**config.mk**
```make
export PLATFORM = sky130hd
export DESIGN_NAME = upset_tester
export DESIGN_NICKNAME = d
export VERILOG_FILES = /design/src/rtl/upset_pkg.sv /design/src/rtl/cell_seq.sv /design/src/rtl/logic_watch.sv /design/src/rtl/event_fifo.sv /design/src/rtl/upset_tester.sv
export SDC_FILE = /design/constraint.sdc
export NUM_CORES = 1
export LEC_CHECK = 0
export BUFFER_PORTS_ARGS = -buffer_cell sky130_fd_sc_hd__buf_2
export CORE_MARGIN = 3
export CORE_UTILIZATION = 42
export DETAILED_ROUTE_END_ITERATION = 8
export HOLD_SLACK_MARGIN = 0.06
export SLEW_MARGIN = 20
export SYNTH_ARGS = -nofsm -noshare
export SYNTH_HDL_FRONTEND = slang
export SYNTH_SLANG_ARGS = --single-unit
```
**constraint.sdc**
```tcl
create_clock -name clk -period 3.7 [get_ports clk]
set_input_delay 0.37 -clock clk [delete_from_list [all_inputs] [get_ports clk]]
set_output_delay 0.37 -clock clk [all_outputs]
set_load 0.05 [all_outputs]
```
**src/rtl/upset_pkg.sv**
```systemverilog
`timescale 1ns/1ps
package upset_pkg;

    typedef enum logic [2:0] {
        SQ_IDLE,
        SQ_WRITE,
        SQ_HOLD,
        SQ_READ,
        SQ_COMPARE,
        SQ_REWRITE,
        SQ_RECHECK,
        SQ_LOG
    } seq_state_t;

    typedef enum logic [1:0] {
        EV_STO = 2'b00,
        EV_CFG = 2'b01,
        EV_TRN = 2'b10
    } ev_type_t;

endpackage

```
**src/rtl/cell_seq.sv**
```systemverilog
`timescale 1ns/1ps
module cell_seq
    import upset_pkg::*;
#(
    parameter int NCELL    = 8,
    parameter int HOLD_CYC = 32,
    parameter int CW       = 3
) (
    input  logic             clk,
    input  logic             rst_n,
    input  logic             run,
    input  logic [1:0]       pat_sel,
    input  logic [NCELL-1:0] cell_q,
    output logic [NCELL-1:0] cell_d,
    output logic [NCELL-1:0] cell_strobe,
    output logic             log_push,
    output ev_type_t         log_type,
    output logic [CW-1:0]    log_idx
);

    localparam int HW   = $clog2(HOLD_CYC + 1);
    localparam int LAST = NCELL - 1;

    seq_state_t    state_q, state_d;
    logic [CW-1:0] idx_q;
    logic [HW-1:0] hold_q;
    logic [1:0]    pat_q;
    logic          samp_q;
    logic          fixed_q;
    logic          last_cell;
    logic          cur;

    assign last_cell = (idx_q == CW'(LAST));
    assign cur       = cell_q[idx_q];

    // next state
    always_comb begin
        state_d = state_q;
        unique case (state_q)
            SQ_IDLE:    if (run) state_d = SQ_WRITE;
            SQ_WRITE:   state_d = SQ_HOLD;
            SQ_HOLD:    if (hold_q == HW'(HOLD_CYC - 1)) state_d = SQ_READ;
            SQ_READ:    state_d = SQ_COMPARE;
            SQ_COMPARE: begin
                if (samp_q != pat_q[0])  state_d = SQ_REWRITE;
                else if (!last_cell)     state_d = SQ_READ;
                else                     state_d = run ? SQ_HOLD : SQ_IDLE;
            end
            SQ_REWRITE: state_d = SQ_RECHECK;
            SQ_RECHECK: state_d = SQ_LOG;
            SQ_LOG: begin
                if (!last_cell) state_d = SQ_READ;
                else            state_d = run ? SQ_HOLD : SQ_IDLE;
            end
            default:    state_d = SQ_IDLE;
        endcase
    end

    // state register
    always_ff @(posedge clk or negedge rst_n) begin
        if (!rst_n) state_q <= SQ_IDLE;
        else        state_q <= state_d;
    end

    // sequencer datapath
    always_ff @(posedge clk or negedge rst_n) begin
        if (!rst_n) begin
            idx_q   <= '0;
            hold_q  <= '0;
            pat_q   <= 2'b00;
            samp_q  <= 1'b0;
            fixed_q <= 1'b0;
        end else begin
            // pattern captured on leaving IDLE
            if (state_q == SQ_IDLE && run) pat_q <= pat_sel;
            hold_q <= (state_q == SQ_HOLD) ? hold_q + 1'b1 : '0;
            if (state_d == SQ_HOLD || state_d == SQ_IDLE)
                idx_q <= '0;
            else if ((state_q == SQ_COMPARE || state_q == SQ_LOG) && state_d == SQ_READ)
                idx_q <= idx_q + 1'b1;
            if (state_q == SQ_READ)    samp_q  <= cur;
            if (state_q == SQ_RECHECK) fixed_q <= (cur == pat_q[0]);
        end
    end

    // outputs
    always_comb begin
        cell_d      = '0;
        cell_strobe = '0;
        log_push    = 1'b0;
        log_type    = EV_STO;
        log_idx     = idx_q;
        unique case (state_q)
            SQ_IDLE: ;
            SQ_WRITE: begin
                cell_d      = {NCELL{pat_q[0]}};
                cell_strobe = '1;
            end
            SQ_REWRITE: begin
                cell_d             = {NCELL{pat_q[1]}};
                cell_d[idx_q]      = pat_q[0];
                cell_strobe[idx_q] = 1'b1;
            end
            SQ_LOG: begin
                cell_d   = {NCELL{pat_q[1]}};
                log_push = 1'b1;
                // outcome of the recheck selects the type
                log_type = fixed_q ? EV_STO : EV_CFG;
            end
            SQ_HOLD, SQ_READ, SQ_COMPARE, SQ_RECHECK: cell_d = {NCELL{pat_q[1]}};
            default: ;
        endcase
    end

endmodule

```
**src/rtl/logic_watch.sv**
```systemverilog
`timescale 1ns/1ps
module logic_watch
    import upset_pkg::*;
#(
    parameter int LIMW = 8
) (
    input  logic            clk,
    input  logic            rst_n,
    input  logic            obs,
    input  logic            expv,
    input  logic [LIMW-1:0] lim,
    input  logic            grant,
    output logic            pend,
    output ev_type_t        ptype,
    output logic            det_cfg,
    output logic            det_trn,
    output logic            lost
);

    logic [LIMW-1:0] run_q;
    logic            persist_q;
    logic            bad;
    logic [LIMW:0]   lim_eff;
    logic            new_ev;
    ev_type_t        new_ty;

    assign bad     = obs ^ expv;
    assign lim_eff = (lim == '0) ? (LIMW+1)'(1) : {1'b0, lim};

    always_comb begin
        new_ev = 1'b0;
        new_ty = EV_TRN;
        if (bad && !persist_q && (({1'b0, run_q} + 1'b1) >= lim_eff)) begin
            new_ev = 1'b1;   // limit reached
            new_ty = EV_CFG;
        end else if (!bad && !persist_q && run_q != '0) begin
            new_ev = 1'b1;   // recovered before the limit
            new_ty = EV_TRN;
        end
    end

    always_ff @(posedge clk or negedge rst_n) begin
        if (!rst_n) begin
            run_q     <= '0;
            persist_q <= 1'b0;
            pend      <= 1'b0;
            ptype     <= EV_TRN;
            det_cfg   <= 1'b0;
            det_trn   <= 1'b0;
            lost      <= 1'b0;
        end else begin
            if (bad) begin
                if (!persist_q) run_q <= run_q + 1'b1;
                if (new_ev)     persist_q <= 1'b1;
            end else begin
                run_q     <= '0;
                persist_q <= 1'b0;
            end
            det_cfg <= new_ev && (new_ty == EV_CFG);
            det_trn <= new_ev && (new_ty == EV_TRN);
            lost    <= 1'b0;
            if (new_ev) begin
                if (pend && !grant) lost <= 1'b1;
                else begin
                    pend  <= 1'b1;
                    ptype <= new_ty;
                end
            end else if (grant) begin
                pend <= 1'b0;
            end
        end
    end

endmodule

```
**src/rtl/event_fifo.sv**
```systemverilog
`timescale 1ns/1ps
module event_fifo #(
    parameter int W     = 6,
    parameter int DEPTH = 16
) (
    input  logic         clk,
    input  logic         rst_n,
    input  logic         push,
    input  logic [W-1:0] din,
    input  logic         pop,
    output logic [W-1:0] dout,
    output logic         valid,
    output logic         full
);

    localparam int AW = $clog2(DEPTH);

    logic [W-1:0] mem [DEPTH];
    logic [AW:0]  wp, rp;
    logic         empty;

    assign empty = (wp == rp);
    assign full  = (wp[AW] != rp[AW]) && (wp[AW-1:0] == rp[AW-1:0]);
    assign valid = !empty;
    assign dout  = mem[rp[AW-1:0]];

    always_ff @(posedge clk or negedge rst_n) begin
        if (!rst_n) begin
            wp <= '0;
            rp <= '0;
        end else begin
            if (push && !full) wp <= wp + 1'b1;
            if (pop && !empty) rp <= rp + 1'b1;
        end
    end

    always_ff @(posedge clk) begin
        if (push && !full) mem[wp[AW-1:0]] <= din;
    end

endmodule

```
**src/rtl/upset_tester.sv**
```systemverilog
`timescale 1ns/1ps
module upset_tester
    import upset_pkg::*;
#(
    parameter int NCELL      = 8,
    parameter int NLANE      = 4,
    parameter int HOLD_CYC   = 32,
    parameter int FIFO_DEPTH = 16,
    parameter int CNTW       = 16,
    parameter int LIMW       = 8
) (
    input  logic             clk,
    input  logic             rst_n,
    input  logic             run,
    input  logic [1:0]       pat_sel,
    input  logic [LIMW-1:0]  persist_lim,
    input  logic             cnt_clr,
    input  logic [NCELL-1:0] cell_q,
    output logic [NCELL-1:0] cell_d,
    output logic [NCELL-1:0] cell_strobe,
    input  logic [NLANE-1:0] logic_obs,
    input  logic [NLANE-1:0] logic_ref,
    input  logic             ev_pop,
    output logic             ev_valid,
    output logic [((NCELL > NLANE ? $clog2(NCELL) : $clog2(NLANE)) + 2):0] ev_data,
    output logic             ev_overflow,
    output logic [CNTW-1:0]  cnt_storage,
    output logic [CNTW-1:0]  cnt_config,
    output logic [CNTW-1:0]  cnt_transient
);

    localparam int CW    = (NCELL > 1) ? $clog2(NCELL) : 1;
    localparam int LW    = (NLANE > 1) ? $clog2(NLANE) : 1;
    localparam int IW    = (CW > LW) ? CW : LW;
    localparam int REC_W = IW + 3;

    logic          seq_push;
    ev_type_t      seq_type;
    logic [CW-1:0] seq_idx;

    logic [NLANE-1:0] lane_pend, lane_grant, lane_cfg, lane_trn, lane_lost;
    ev_type_t         lane_ty [NLANE];

    logic [IW-1:0]    sel_idx;
    ev_type_t         sel_ty;
    logic             found;
    logic             push;
    logic [REC_W-1:0] rec;
    logic             fifo_full;
    logic [7:0]       inc_sto, inc_cfg, inc_trn;

    cell_seq #(
        .NCELL    (NCELL),
        .HOLD_CYC (HOLD_CYC),
        .CW       (CW)
    ) u_seq (
        .clk         (clk),
        .rst_n       (rst_n),
        .run         (run),
        .pat_sel     (pat_sel),
        .cell_q      (cell_q),
        .cell_d      (cell_d),
        .cell_strobe (cell_strobe),
        .log_push    (seq_push),
        .log_type    (seq_type),
        .log_idx     (seq_idx)
    );

    for (genvar g = 0; g < NLANE; g++) begin : g_lane
        logic_watch #(.LIMW(LIMW)) u_watch (
            .clk     (clk),
            .rst_n   (rst_n),
            .obs     (logic_obs[g]),
            .expv    (logic_ref[g]),
            .lim     (persist_lim),
            .grant   (lane_grant[g]),
            .pend    (lane_pend[g]),
            .ptype   (lane_ty[g]),
            .det_cfg (lane_cfg[g]),
            .det_trn (lane_trn[g]),
            .lost    (lane_lost[g])
        );
    end

    // sequencer first, then lowest lane
    always_comb begin
        lane_grant = '0;
        sel_idx    = '0;
        sel_ty     = EV_TRN;
        found      = 1'b0;
        for (int i = 0; i < NLANE; i++) begin
            if (!seq_push && !found && lane_pend[i]) begin
                lane_grant[i] = 1'b1;
                sel_idx       = IW'(i);
                sel_ty        = lane_ty[i];
                found         = 1'b1;
            end
        end
        push = seq_push || found;
        if (seq_push) rec = {1'b0, seq_type, IW'(seq_idx)};
        else          rec = {1'b1, sel_ty, sel_idx};
    end

    event_fifo #(.W(REC_W), .DEPTH(FIFO_DEPTH)) u_fifo (
        .clk   (clk),
        .rst_n (rst_n),
        .push  (push),
        .din   (rec),
        .pop   (ev_pop),
        .dout  (ev_data),
        .valid (ev_valid),
        .full  (fifo_full)
    );

    // detections per cycle
    always_comb begin
        inc_sto = {7'd0, seq_push && seq_type == EV_STO};
        inc_cfg = {7'd0, seq_push && seq_type == EV_CFG};
        inc_trn = 8'd0;
        for (int i = 0; i < NLANE; i++) begin
            inc_cfg = inc_cfg + {7'd0, lane_cfg[i]};
            inc_trn = inc_trn + {7'd0, lane_trn[i]};
        end
    end

    function automatic logic [CNTW-1:0] sat_add(input logic [CNTW-1:0] a, input logic [7:0] b);
        logic [CNTW:0] s;
        s = {1'b0, a} + (CNTW+1)'(b);
        return s[CNTW] ? {CNTW{1'b1}} : s[CNTW-1:0];
    endfunction


    always_ff @(posedge clk or negedge rst_n) begin
        if (!rst_n) begin
            cnt_storage   <= '0;
            cnt_config    <= '0;
            cnt_transient <= '0;
            ev_overflow   <= 1'b0;
        end else if (cnt_clr) begin
            cnt_storage   <= '0;
            cnt_config    <= '0;
            cnt_transient <= '0;
            ev_overflow   <= 1'b0;
        end else begin
            cnt_storage   <= sat_add(cnt_storage, inc_sto);
            cnt_config    <= sat_add(cnt_config, inc_cfg);
            cnt_transient <= sat_add(cnt_transient, inc_trn);
            if ((push && fifo_full) || (|lane_lost)) ev_overflow <= 1'b1;
        end
    end

endmodule

```
==> results.env <==
CTS_TREE='done'
RSZ0062_AT_GRT='false'
HOLD_VIOLATIONS=0
INITIAL_UTILIZATION_PCT=42.8
ASYNCSETRESETFLOPFRACSYNTH_PCT=58.4
POSTCTSSETUPREPAIRBUFS=0
WL_MM=25.1
POST_SYNTH_NET_TOTAL=1117
WORSTSETUPENDPOINTTYPE='register'
SYNTH_ENABLE_FLOP_CELLS=96
ANTENNA_CELLS_INSERTED=0
WIRE_LENGTH_OF_THE_FIRST_GLOBAL_ROUTING_PASS_MM=41.2
FINISH.INSTANCE_AREA_UM2=13800
HTREE_LEVELS=1
NUM_VIAS=8145
SYNTH.FF_LATCH_COUNT=231
POWER_DENSITY_nW_PER_UM2=701
YOSYSWARNINGCOUNT=0
WORST_SKEW_PAIR.LATE_LATENCY_NS=0.53
FINALSETUPVIOLATIONS=0
DATA_REQUIRED_TIME_AT_THE_WORST_ENDPOINT_NS=4.14
WORSTSETUPPATHTYPE='register to register'
FLOORPLAN.DIE_AREA_UM2=30400
DRT-WIRELENGTH-PER-CELL_UM=16.3
POST_SYNTH_INSTANCE_AREA_UM2=11900
FMAX_MHz=291
FP-ROW-COUNT=61
SYNTH_AREA_LEADERS='sky130_fd_sc_hd__dfrtp_1 (28%), sky130_fd_sc_hd__edfxtp_1 (24%), sky130_fd_sc_hd__ha_1 (5.8%)'
DETAIL_ROUTE.FIRST_PASS.ITERATIONS=5
GRT_USAGE_PCT=16.5
CLOCKBUFFERDEPTH=3
OVERFLOW=0
DR.FIRST_ITER.DRC_COUNT=592
FIN_CRIT_NS=3.43
DESIGN.PORTCOUNT=103
CTS_ROOT_BUFFER='sky130_fd_sc_hd__clkbuf_16'
PLACE.GP.CONGESTION=0.780
PROPORTION_OF_SYNTHESIZED_CHIP_AREA_IN_SEQUENTIAL_CELLS_PCT=52.6
POST_SYNTH.CELL_AREA_AVG_UM2=11.6
YOSYSTOPAREACELLSHARE_PCT=27.5
POST-ROUTE-DRC-COUNT=0
FLOW.AREA_GROWTH_FROM_SYNTHESIS_PCT=15.6
POWER_mW=9.65
TIMING.FINAL.CRIT_SHARE_PCT=92.7
NNETSFINAL=1227
CP_ARRIVAL_NS=3.87
FINALCLOCKSKEW_NS=0.0104
MAX_CAP_VIOLATIONS=0
OUTCOME='finished clean'
DRTANTENNAVIOLNETS=0
P_LEAK_nW=5.86
GRT_PASS1_VIAS=7835
IR_DROP_WORST_CASE_VDD_mV=0.583
FILLER_CELL_COUNT=2509
WORST_SETUP_HOLD_PATH_CLK_SLEW_NS=0.06
DRV_SLEW=0
GRT_MAX_DEGREE=89
SYNTHCELLS=1025
HOLDCRITPATHCLASS='input port to register'
CTS_INSERTED_BUFFERS=27
PORT_BUFFERS=102
FINAL_LAYOUT_SIZE_SUFFIX_GT1_SHARE_PCT=17.4
VIA_COUNT_NORMALIZED_BY_INSTANCE_COUNT=5.31
DIE_WIDTH_UM=174
DP.FINAL_HPWL_MM=17.3
FINAL.SETUP.TNS_NS=0
PLACED_AREA_UM2=12900
NETLIST-CELL-TYPE-COUNT=69
SLEW_HEADROOM_PCT=35.3
CRITICAL_PATH_SOURCE_TYPE='register'
ANTENNA_FOUND_INITIAL=0
WORST_PATH_MAXIMUM_FANOUT=5
WORST_SLEW_PIN_SLEW_NS=0.967
CORE_REGION_AREA_UM2=27900
POST-SYNTH-TOP-AREA-CELL='sky130_fd_sc_hd__dfrtp_1'
YS_DOMINANT_REG_CELL='sky130_fd_sc_hd__dfrtp_1'
CTS_SINKS=231
DIE_HEIGHT_UM=174
stage by stage:
step,cells,setup slack (ns),util [%],hold WS (ns)
after CTS,1534,0.176,49.4,0.0690
after floorplan,1025,0.113,-,0.0744
after detailed placement,1483,0.193,46.1,0.479
after global routing,1534,0.0411,49.4,0.0794
final,1534,0.268,49.4,0.0967
after global placement,1483,0.298,46.1,0.473
kinds of logic after synthesis:
family | synth area share (%)
AND/OR/NAND/NOR | 14.0
flip-flops | 52.6
AO/OA/AOI/OAI | 8.90
XOR/XNOR | 6.76
buffers and inverters | 3.22
adder cells (fa/ha/maj) | 6.78
multiplexers | 7.74
sequential cells by signal, indices dropped and copies added, names as in the netlist, 3 cells and up:
| signal | flops |
|---|---|
| g_lane.u_watch.det_cfg | 4 |
| cnt_config | 16 |
| cnt_transient | 16 |
| g_lane.u_watch.det_trn | 4 |
| g_lane.u_watch.lost | 4 |
| g_lane.u_watch.persist_q | 4 |
| g_lane.u_watch.run_q | 32 |
| g_lane.u_watch.pend | 4 |
| u_fifo.wp | 5 |
| u_fifo.rp | 5 |
| u_seq.hold_q | 6 |
| u_seq.state_q | 3 |
| u_fifo.mem | 96 |
| g_lane.u_watch.ptype | 8 |
| u_seq.log_idx | 3 |
| cnt_storage | 16 |
synth_stat cells, types with 15 or more instances:
cell type / count
sky130_fd_sc_hd__dfrtp_1: 131
sky130_fd_sc_hd__edfxtp_1: 96
sky130_fd_sc_hd__a21oi_1: 92
sky130_fd_sc_hd__nor2_1: 82
sky130_fd_sc_hd__nand2_1: 63
sky130_fd_sc_hd__ha_1: 55
sky130_fd_sc_hd__xnor2_1: 55
sky130_fd_sc_hd__o21ai_0: 50
sky130_fd_sc_hd__inv_1: 48
sky130_fd_sc_hd__xor2_1: 37
sky130_fd_sc_hd__nand3_1: 36
sky130_fd_sc_hd__clkbuf_1: 27
sky130_fd_sc_hd__nor3_1: 26
sky130_fd_sc_hd__and3_1: 22
sky130_fd_sc_hd__mux4_1: 18
sky130_fd_sc_hd__or3_1: 18
sky130_fd_sc_hd__nor2b_1: 15
worst max-delay path: stages (launching register included):
cell and delay (ns):
sky130_fd_sc_hd__dfrtp_1 0.34, sky130_fd_sc_hd__nand2_1 0.16, sky130_fd_sc_hd__nor2_2 0.15, sky130_fd_sc_hd__inv_1 0.06, sky130_fd_sc_hd__nor2_1 0.18, sky130_fd_sc_hd__fa_1 0.44, sky130_fd_sc_hd__inv_1 0.08, sky130_fd_sc_hd__fa_1 0.40
sky130_fd_sc_hd__inv_1 0.06, sky130_fd_sc_hd__ha_1 0.17, sky130_fd_sc_hd__fa_1 0.22, sky130_fd_sc_hd__a21o_1 0.21, sky130_fd_sc_hd__nand2b_4 0.09, sky130_fd_sc_hd__or4_1 0.59, sky130_fd_sc_hd__a21oi_1 0.18
final cells by class:
| class | instances | area, µm² | area share [%] |
|---|---|---|---|
| Sequential cell | 231 | 6270 | 45.5 |
| Timing Repair Buffer | 120 | 667 | 4.84 |
| Clock buffer | 39 | 762 | 5.53 |
| Inverter | 49 | 184 | 1.34 |
| Multi-Input combinational cell | 706 | 5280 | 38.3 |
| Clock inverter | 11 | 143 | 1.04 |
| Tap cell | 378 | 473 | 3.43 |
layer usage:
metal / part of all wire (%) / global-route usage, % / vias up / wire (µm)
met5: 0 / 0 / - / 0
li1: - / - / 3951 / -
met4: 1.4 / 3.35 / 0 / 347
met3: 4.7 / 2.51 / 22 / 1180
met2: 46 / 25.9 / 175 / 11500
met1: 48 / 24.4 / 3997 / 12000
report_power, final:
part           total [mW]  internal, mW  switching [mW]
Clock                2.67          1.64            1.02
Combinational        3.32          1.18            2.14
Sequential           3.67          3.29           0.375
what timing repair did:
item                                    in CTS  in global routing
hold buffers                                 1                  0
endpoints found under the hold margin       84                  0
endpoints found under the setup margin       0                  9
gates resized for setup                      0                  1
final timing paths:
check                                           start                         end  slack, ns  cells after the start
setup / recovery                     u_seq.state_q[0]              cnt_config[11]       0.27                     14
hold reg to reg            g_lane[2].u_watch.ptype[1]  g_lane[2].u_watch.ptype[1]       0.49                      2
min in group asynchronous                       rst_n           cnt_transient[12]       0.48                      2
max in group asynchronous                       rst_n  g_lane[0].u_watch.ptype[1]       2.43                      3
setup reg to reg                     u_seq.state_q[0]              cnt_config[11]       0.27                     14
hold / removal                             pat_sel[1]              u_seq.pat_q[1]        0.1                      2
layout by cell type, fill, tap and decap left out, types with 4 or more instances in the layout:
cell type                   instances
sky130_fd_sc_hd__nor3_1            26
sky130_fd_sc_hd__xor2_1            37
sky130_fd_sc_hd__fa_1               6
sky130_fd_sc_hd__mux4_1            18
sky130_fd_sc_hd__nand4_1           13
sky130_fd_sc_hd__or3_1             18
sky130_fd_sc_hd__edfxtp_1          96
sky130_fd_sc_hd__clkbuf_16         28
sky130_fd_sc_hd__buf_2            101
sky130_fd_sc_hd__dfrtp_1          131
sky130_fd_sc_hd__nor2b_1           15
sky130_fd_sc_hd__clkbuf_1           9
sky130_fd_sc_hd__a211oi_1           5
sky130_fd_sc_hd__and3_1            22
sky130_fd_sc_hd__nand3_1           35
sky130_fd_sc_hd__a21oi_1           92
sky130_fd_sc_hd__dfstp_2            4
sky130_fd_sc_hd__nand2b_1           5
sky130_fd_sc_hd__nor4b_1            4
sky130_fd_sc_hd__inv_1             48
sky130_fd_sc_hd__nor2_1            82
sky130_fd_sc_hd__a22o_1             4
sky130_fd_sc_hd__nor4_1             4
sky130_fd_sc_hd__and2_1             6
sky130_fd_sc_hd__xnor2_1           55
sky130_fd_sc_hd__nand2_1           63
sky130_fd_sc_hd__ha_1              55
sky130_fd_sc_hd__buf_4             16
sky130_fd_sc_hd__o21ai_0           50
sky130_fd_sc_hd__a31oi_1            9
sky130_fd_sc_hd__or2_2              7
sky130_fd_sc_hd__a21o_1             5
sky130_fd_sc_hd__mux4_2            14
sky130_fd_sc_hd__mux2i_1           10
Note: power is estimated with default switching activity, not from simulation.
